$ cat config.mk
export PLATFORM = sky130hd
export DESIGN_NAME = can_txabort_ctl
export DESIGN_NICKNAME = d
export VERILOG_FILES = /design/src/rtl/can_txabort_ctl.sv
export SDC_FILE = /design/constraint.sdc
export NUM_CORES = 1
export LEC_CHECK = 0
export BUFFER_PORTS_ARGS = -buffer_cell sky130_fd_sc_hd__clkbuf_2
export CELL_PAD_IN_SITES_DETAIL_PLACEMENT = 1
export CELL_PAD_IN_SITES_GLOBAL_PLACEMENT = 2
export CORE_MARGIN = 10
export CORE_UTILIZATION = 26
export CTS_BUF_LIST = sky130_fd_sc_hd__clkbuf_8 sky130_fd_sc_hd__clkbuf_16
export DETAILED_ROUTE_END_ITERATION = 12
export HOLD_SLACK_MARGIN = 0.15
export PLACE_DENSITY = 0.72
export SETUP_SLACK_MARGIN = 0.5
export SLEW_MARGIN = 0
export SYNTH_ARGS = -nofsm -noshare
export SYNTH_HDL_FRONTEND = slang
export SYNTH_SLANG_ARGS = --single-unit
$ cat constraint.sdc
create_clock -name clk -period 1.3 [get_ports clk]
set_input_delay 0.26 -clock clk [delete_from_list [all_inputs] [get_ports clk]]
set_output_delay 0.26 -clock clk [all_outputs]
set_load 0.01 [all_outputs]
$ cat src/rtl/can_txabort_ctl.sv
module can_txabort_ctl #(
  parameter int SEL_W = 2
) (
  input  logic             clk,
  input  logic             rst_n,
  input  logic             reg_sel,
  input  logic             wr_en,
  input  logic [7:0]       wr_data,
  output logic [7:0]       rd_data,
  input  logic             tx_busy,
  input  logic [SEL_W-1:0] tx_sel,
  input  logic             tx_done,
  output logic             irq
);
  localparam int NBUF = 3;

  logic [NBUF-1:0] empty_q, ack_q, abort_q, ie_q;
  logic [NBUF-1:0] sending, finish, grant, sched, abort_set;
  logic            wr_ctrl, wr_stat;

  assign wr_ctrl = wr_en && !reg_sel;
  assign wr_stat = wr_en &&  reg_sel;

  always_comb begin
    for (int i = 0; i < NBUF; i++) begin
      sending[i] = tx_busy && (tx_sel == SEL_W'(i));
      grant[i]   = abort_q[i] && !empty_q[i] && !sending[i];
      finish[i]  = grant[i] || (sending[i] && tx_done && !empty_q[i]);
    end
  end

  assign sched     = {NBUF{wr_stat}} & wr_data[NBUF-1:0] & empty_q;
  assign abort_set = {NBUF{wr_ctrl}} & wr_data[NBUF+3:4] & ~empty_q;

  always_ff @(posedge clk) begin
    if (!rst_n) begin
      empty_q <= '1;
      ack_q   <= '0;
      abort_q <= '0;
      ie_q    <= '0;
    end else begin
      if (wr_ctrl) ie_q <= wr_data[NBUF-1:0];
      empty_q <= (empty_q | finish) & ~sched;
      ack_q   <= (ack_q & ~finish & ~sched) | grant;
      abort_q <= (abort_q | abort_set) & ~finish;
    end
  end

  assign rd_data = reg_sel ? {1'b0, ack_q, 1'b0, empty_q}
                           : {1'b0, abort_q, 1'b0, ie_q};
  assign irq = |(empty_q & ie_q);


  abort_only_scheduled_chk: assert property (@(posedge clk) disable iff (!rst_n)
    (abort_q & empty_q) == '0);


  irq_needs_enable_chk: assert property (@(posedge clk) disable iff (!rst_n)
    (ie_q == '0) |-> !irq);

  for (genvar g = 0; g < NBUF; g++) begin : g_chk

    grant_idle_chk: assert property (@(posedge clk) disable iff (!rst_n)
      (abort_q[g] && !empty_q[g] && !(tx_busy && tx_sel == SEL_W'(g)))
      |=> (empty_q[g] && ack_q[g] && !abort_q[g]));


    hold_on_bus_chk: assert property (@(posedge clk) disable iff (!rst_n)
      (tx_busy && tx_sel == SEL_W'(g) && !tx_done && !empty_q[g])
      |=> !empty_q[g]);


    done_sets_empty_chk: assert property (@(posedge clk) disable iff (!rst_n)
      (tx_busy && tx_sel == SEL_W'(g) && tx_done && !empty_q[g])
      |=> (empty_q[g] && !ack_q[g] && !abort_q[g]));
  end
endmodule

### Word-level counts from Yosys, hierarchy flattened

Cells that the tools add are included.

| storage, ports and cells | value |
|---|---|
| word-level logic and storage cells | 51 |
| bits of input ports | 16 |
| register bits after elaboration | 12 |

| cells by class | value |
|---|---|
| eq/ne operators | 2 |
| multiplexer cells | 1 |
| reductions and logical operators | 29 |
| bitwise operators | 15 |

Operators with widths:

| cell | count |
|---|---|
| 3-bit AND | 9 |
| 1-bit logical AND | 17 |
| 3-bit NOT | 3 |
| 3-bit OR | 3 |
| 1-bit logical NOT | 7 |
| 7-bit two-way mux | 1 |
| 1-bit logical OR | 3 |
| 3-bit OR reduction | 1 |
| 2-bit by 1-bit == test with 1-bit output (second input constant) | 1 |
| 2-bit == test (second input constant) | 1 |
| 2-bit logical NOT | 1 |

### Depth between registers and ports, before layout

Gate-level depths: netlist of run 1.

| depth | value |
|---|---|
| depth in word-level cells | 9 |
| depth in mapped cells | 4 |
| gate-level depth less buffers | 3 |

### Worst setup path before layout of run 1

Ideal clock, no wire load.

| path | value |
|---|---|
| kind | input port to flip-flop |
| start | input tx_sel[1] |
| end | register empty_q[0] |
| slack | 232 ps |
| required time | 1173 ps |
| arrival time | 941 ps |
| cell stages on the path | 3 |
| cell sequence | nand2b_1 -> o211a_1 -> or3b_1 |

| between the ends | value |
|---|---|
| cells in the longest elaborated chain, start to end | 7 |
| elaborated cells on any way between the ends | 9 |
| classes of those cells | 2 x bitwise; 7 x reduce/logical |

Ends and longest elaborated chain:

| element | RTL line | text |
|---|---|---|
| from (decl) | 11 | `input logic [SEL_W-1:0] tx_sel,` |
| 2-bit logical NOT * | 26 | `sending[i] = tx_busy && (tx_sel == SEL_W'(i));` |
| 1-bit logical AND * | 26 |  |
| 1-bit logical NOT or 1-bit logical AND (tied branches) | 27, 28 |  |
| 1-bit logical AND, on equally long branches | 27, 28 |  |
| 1-bit logical OR * | 28 | `finish[i] = grant[i] \|\| (sending[i] && tx_done && !empty_q[i]);` |
| 3-bit OR * | 43 | `empty_q <= (empty_q \| finish) & ~sched;` |
| 3-bit AND * | 43 |  |
| to (signal assigned) | 43 |  |
| to (decl) | 17 | `logic [NBUF-1:0] empty_q, ack_q, abort_q, ie_q;` |

Every way passes the cells marked *; elsewhere a longest branch is shown, timed or not.
A chain may end at the register's enable or synchronous reset.

### Final worst setup path of run 1

| path | value |
|---|---|
| start | register empty_q[1] |
| end | output rd_data[1] |

| between the ends | value |
|---|---|
| cells in the longest elaborated chain, start to end | 1 |

Ends and longest elaborated chain:

| element | RTL line | text |
|---|---|---|
| 7-bit two-way mux | 49 | `assign rd_data = reg_sel ? {1'b0, ack_q, 1'b0, empty_q}` |
| to (decl) | 9 | `output logic [7:0] rd_data,` |

No other way between the ends.

==> flow_summary.ini, run 1 <==
[grt]
antenna_found_initial = 0
grt_pass1_wl_um = 3553
top_usage_layer = met2
grtUsageMet2 = 0.1307
use_met1 = 0.1025
overflow = 0
grt_pass1_vias = 737
use_met3 = 0.03955
groute.usage.overall = 0.08712
grt_start_max_net_pins = 13

[yosys]
synthArstFlopShare = 0
synth_seq_area_share = 0.3650
synth_top_area_frac = 0.3650
synth_xor_xnor_area_share = 0
ys_ff_latch = 12
yosysUniqueCellTypes = 28
synth_compound_gate_area_share = 0.2414
synth_ff_type = dfxtp_1
netlist_instances = 71
yosys.area.top_type = dfxtp_1
synthSimpleGateAreaFrac = 0.2262
yosys.area_share.adder = 0
synth_area_um2 = 658.1
ys_warn_count = 0
synth_area_leaders = dfxtp_1 37%, mux2_2 10%, nand2_1 4.0%
synth.avg_cell_area_um2 = 9.269
synth-edff-count = 0
synth_top_family_by_area = compound AO/OA/AOI/OAI gates
synthMuxAreaShare = 0.1027

[layout]
area_growth_pct = 66.16
final_cells = 136
fin_util = 0.4455
layout.nets = 123
final_layout_size_suffix_gt1_frac = 0.6038
final_cell_mix = 13 x clkbuf_2, 9 x buf_6, 9 x buf_4
fill_cells = 283
mostFrequentLayoutCell = clkbuf_2
diodes = 0

[cts]
cts_tree = built
cts_root_buf = clkbuf_8
htreeDepth = 1
hold_buffers = 0
cts_made_buffers = 3
path_clk_slew_ns = 0.06
clockBufferDepth = 2
clock_latency_ns = 0.24
numClockSinks = 12

[floorplanning]
pin_count = 25
die_w_um = 70.31
start_util = 0.2681
rows = 18
die_y_um = 70.31
die-area_mm2 = 0.004944
coreArea_mm2 = 0.002455

[setup_path]
critical_path_class = flop to output pin
critPathLaunch = empty_q[1]
worstPathRequired_ns = 1.04
r2r-end = ack_q[0]
worstPathArrival_ns = 1.12
worst-path-max-fanout = 7
reg2reg_setup_slack_ns = 0.08
end_kind = output pin
regToRegStartpoint = empty_q[0]
worst_setup_path_start_kind = flop
critPathCapture = rd_data[1]
reg2reg_depth = 4

[route]
drc = 0
ant_nets = 0
routedWlPerCell_um = 15.99
routed_via_density = 4.934
wl_um = 2175
vias = 671
drt_iter0_drc = 13
drt_first_pass_iters = 4

[run]
max-cap-violations = 0

[run_status]
violations = setup timing
status = finished with violations

[timing]
setup_viol = 2
slew_viol_final = 0
finalWorstSetupSlack_ns = -0.07707
finalCriticalPeriod_ns = 1.377
min_period_over_period = 1.059
rsz0062_at_grt = yes
hold_viol = 0
fmax_mhz = 726.2
skew_ns = 0.0003615
hold-worst-slack_ns = 0.2629

[placement]
gp_congestion = 0.7958
dp_hpwl_um = 1572
place_ws_ns = -0.002646
placed_cells = 121
io_buffer_count = 20

[power_and_ir_drop]
p_leak_nw = 0.5196
p_per_area_mw_per_mm2 = 850.9
vdd_drop_max_v = 0.0005166

[min_path]
hold_path.class = primary input to flop
==> metal layers <==
layer  up-vias  share of wire
li1        334              -
met1       317           0.44
met2        18           0.48
met3         2          0.079
met4         0         0.0037
met5         -              0
==> stage by stage <==
step | total power [W] | area, µm² | setup TNS (ns)
after floorplan | 0.0004873 | 721.9 | 0
after global placement | 0.0005428 | 842.1 | -0.02688
after detailed placement | 0.0005455 | 842.1 | -0.002646
after CTS | 0.0009231 | 1016 | -0.1999
after global routing | 0.0009807 | 1094 | -0.2683
final | 0.0009305 | 1094 | -0.1537
==> repair_timing <==
action | in CTS | in global routing
buffers inserted | 7 | 4
setup endpoints to repair | 19 | 19
pin swaps | 6 | 5
gates resized for setup | 23 | 17
==> flip-flops by register name, indices dropped and copies added, names as in the netlist <==
signal / cells
ie_q: 3
ack_q: 3
abort_q: 3
empty_q: 3
==> logic make-up (layout without fill, tap and decap cells) <==
logic type / count (synthesis) / in the layout
buf+inv: 8 / 42
compound gates: 20 / 20
flops: 12 / 12
other cells: 1 / 2
mux: 6 / 6
simple gates: 24 / 24
==> cell type report <==
cell class,instances,area [µm²],area share
multi-input combinational,52,464.2,0.4245
timing repair buffer,34,267.8,0.2449
sequential,12,259.0,0.2368
clock buffer,3,41.29,0.03776
tap,30,37.54,0.03432
inverter,4,20.02,0.01831
clock inverter,1,3.754,0.003432
==> where the power goes <==
part / total [W] / internal [W] / switching, W
clock: 0.000353 / 0.000208 / 0.000144
sequential: 0.000384 / 0.000375 / 0.00000902
combinational: 0.000194 / 0.000105 / 0.0000895
total: 0.000930 / 0.000688 / 0.000243
==> how the worst min path moves through the flow <==
stage | endpoint | start | cells after the start | slack (ns)
6_report | ie_q[1] | wr_data[1] | 3 | 0.26
5_1_grt | ie_q[1] | wr_data[1] | 3 | 0.27
4_1_cts | ie_q[1] | wr_data[1] | 3 | 0.27
3_5_place_dp | ie_q[1] | ie_q[1] | 2 | 0.48
3_3_place_gp | ie_q[1] | ie_q[1] | 2 | 0.47
2_1_floorplan | ie_q[0] | wr_data[0] | 2 | 0.40
==> synthesized netlist by cell type (2+ instances only) <==
library cell,count
o211a_1,2
nand3b_1,2
dfxtp_1,12
nor3b_1,3
nand2b_1,4
nand2_1,7
or3b_1,2
a21boi_0,3
mux2_2,6
a21oi_1,2
nand4_1,3
inv_1,4
buf_4,2
a31oi_1,4
a32o_1,2
==> critical path, stage by stage, from the launching register on <==
cell and delay [ns]:
dfxtp_4 0.34, buf_4 0.16, mux2_4 0.25, clkbuf_2 0.13
(Power assumes the default switching activity.)
==> run 2, diff against run 1 <==
--- a/config.mk
+++ b/config.mk
@@ -13,7 +13,7 @@
 export CTS_BUF_LIST = sky130_fd_sc_hd__clkbuf_8 sky130_fd_sc_hd__clkbuf_16
 export DETAILED_ROUTE_END_ITERATION = 12
 export HOLD_SLACK_MARGIN = 0.15
-export PLACE_DENSITY = 0.72
+export PLACE_DENSITY = 0.77
 export SETUP_SLACK_MARGIN = 0.5
 export SLEW_MARGIN = 0
 export SYNTH_ARGS = -nofsm -noshare
==> run 2 against run 1 <==
- the run still ends with setup timing left
- first-iteration DRC count grew to 2.5 times the previous value
- power is 8.2% higher
- combinational power is 4% higher
- non-clock buffer count is 3 higher
- count of clock-buffer cells in the layout is 1 higher
- sequential share of layout area is 0.81 points lower
- clock power is 20% higher
- clock skew hardly changed
- critical path type unchanged
- largest power group is now clock
==> flow_summary.ini, run 2 (same netlist as run 1, synthesis figures left out) <==
[cts]
path_clk_slew_ns = 0.05
clock_latency_ns = 0.25
clockBufferDepth = 2
cts_made_buffers = 3
numClockSinks = 12
cts_root_buf = clkbuf_8
htreeDepth = 1
cts_tree = built

[min_path]
hp-start = wr_data[1]
hold_path.class = primary input to flop

[setup_path]
path_cells = a222oi_1 > inv_1 > buf_2
crit_slowest_cell = dfxtp_2
worstPathRequired_ns = 1.04
end_kind = output pin
worstPathArrival_ns = 1.10
critPathTopFamily = flip-flops
slowest_delay_ns = 0.33
critPathLaunch = ie_q[1]
worst-path-max-fanout = 3
critical_path_class = flop to output pin
path_buf_inv = 2
regToRegStartpoint = empty_q[0]
worst_setup_path_start_kind = flop

[timing]
setup_viol = 1
rsz0062_at_grt = yes
finalWorstSetupSlack_ns = -0.06216
slew_viol_final = 0
min_period_over_period = 1.048
finalCriticalPeriod_ns = 1.362
hold_viol = 0
skew_ns = 0.0002027
fmax_mhz = 734.1

[grt]
grt_pass1_wl_um = 3581
grt_start_max_net_pins = 14
antenna_found_initial = 0
overflow = 0
groute.usage.overall = 0.08717
grt_pass1_vias = 737

[power_and_ir_drop]
power_frac_seq = 0.382
intPower_w = 0.0007533
clock_power_share = 0.419
power_w = 0.001006
p_leak_nw = 0.5377
p_per_area_mw_per_mm2 = 876.2
power.switching_w = 0.0002531
p_comb_frac = 0.199
vdd_drop_max_v = 0.0005986
p_sw_frac = 0.2515

[floorplanning]
die_w_um = 70.31
rows = 18
die_y_um = 70.31
coreArea_mm2 = 0.002455
pin_count = 25
start_util = 0.2681
die-area_mm2 = 0.004944

[layout]
diodes = 0
area_growth_pct = 74.52
final_cell_mix = 12 x clkbuf_2, 12 x buf_6, 10 x buf_4
layout.nets = 126
final_cells = 139
final_layout_size_suffix_gt1_frac = 0.6606

[route]
routedWlPerCell_um = 16.15
drc = 0
vias = 717
ant_nets = 0
wl_um = 2245
drt_iter0_drc = 33
routed_via_density = 5.158
drt_first_pass_iters = 4

[placement]
dp_hpwl_um = 1613
placed_cells = 120
place_ws_ns = -0.01171
gp_congestion = 0.7783
io_buffer_count = 20

[run]
max-cap-violations = 0

[run_status]
status = finished with violations
violations = setup timing
run 2: path summary, 6_finish.rpt:
kind | to | slack, ns | depth (start not counted)
max | irq | -0.06 | 3
min | ie_q[1] | 0.25 | 3
max reg2reg | ack_q[0] | 0.14 | 3
min reg2reg | ie_q[1] | 0.48 | 2
run 2: cell type report:
class / instances / area, µm²
fillers: 293 / 1306
inverters: 4 / 17.52
well taps: 30 / 37.54
clock buffers: 4 / 55.05
multi-input cells: 52 / 471.7
repair buffers: 37 / 304.0
flip-flops and latches: 12 / 262.8
run 2: what timing repair did:
| action | 4_1_cts | 5_1_grt |
|---|---|---|
| setup endpoints to repair | 19 | 19 |
| buffers inserted | 11 | 4 |
| hold buffers | 0 | 0 |
| gates resized for setup | 28 | 21 |
| cloned | 0 | 0 |
| pin swaps | 7 | 7 |
run 2: per-stage QoR:
stage / hold WS (ns) / utilization / area (µm²) / setup TNS, ns
after floorplan: 0.4049 / - / 721.9 / 0
after global placement: 0.4768 / 0.3400 / 834.6 / -0.03415
after detailed placement: 0.4863 / 0.3400 / 834.6 / -0.03198
after CTS: 0.2696 / 0.4322 / 1061 / -0.08718
after global routing: 0.2593 / 0.4679 / 1149 / -0.1171
final: 0.2541 / 0.4679 / 1149 / -0.06216
run 2: worst register-to-register path: cells and delay by family (launching register included):
family,cells,cell delay [ns]
buffers and inverters,1,0.12
DFF,1,0.36
AOI/OAI and AO/OA,2,0.57
run 2: per-layer routing:
layer / part of all wire / wire length, µm / global-route usage
met1: 0.42 / 934 / 0.09400
met2: 0.51 / 1139 / 0.1427
met3: 0.074 / 166 / 0.04661
met4: 0.0018 / 4 / 0.02632
met5: 0 / 0 / 0
run 2: power by group through the flow:
| stage | combinational [W] | clock (W) | sequential [W] |
|---|---|---|---|
| floorplan | 0.0000923 | 0 | 0.000395 |
| global placement | 0.000141 | 0 | 0.000399 |
| detailed placement | 0.000143 | 0 | 0.000399 |
| CTS | 0.000180 | 0.000436 | 0.000385 |
| global route | 0.000218 | 0.000458 | 0.000385 |
| finish | 0.000201 | 0.000422 | 0.000384 |
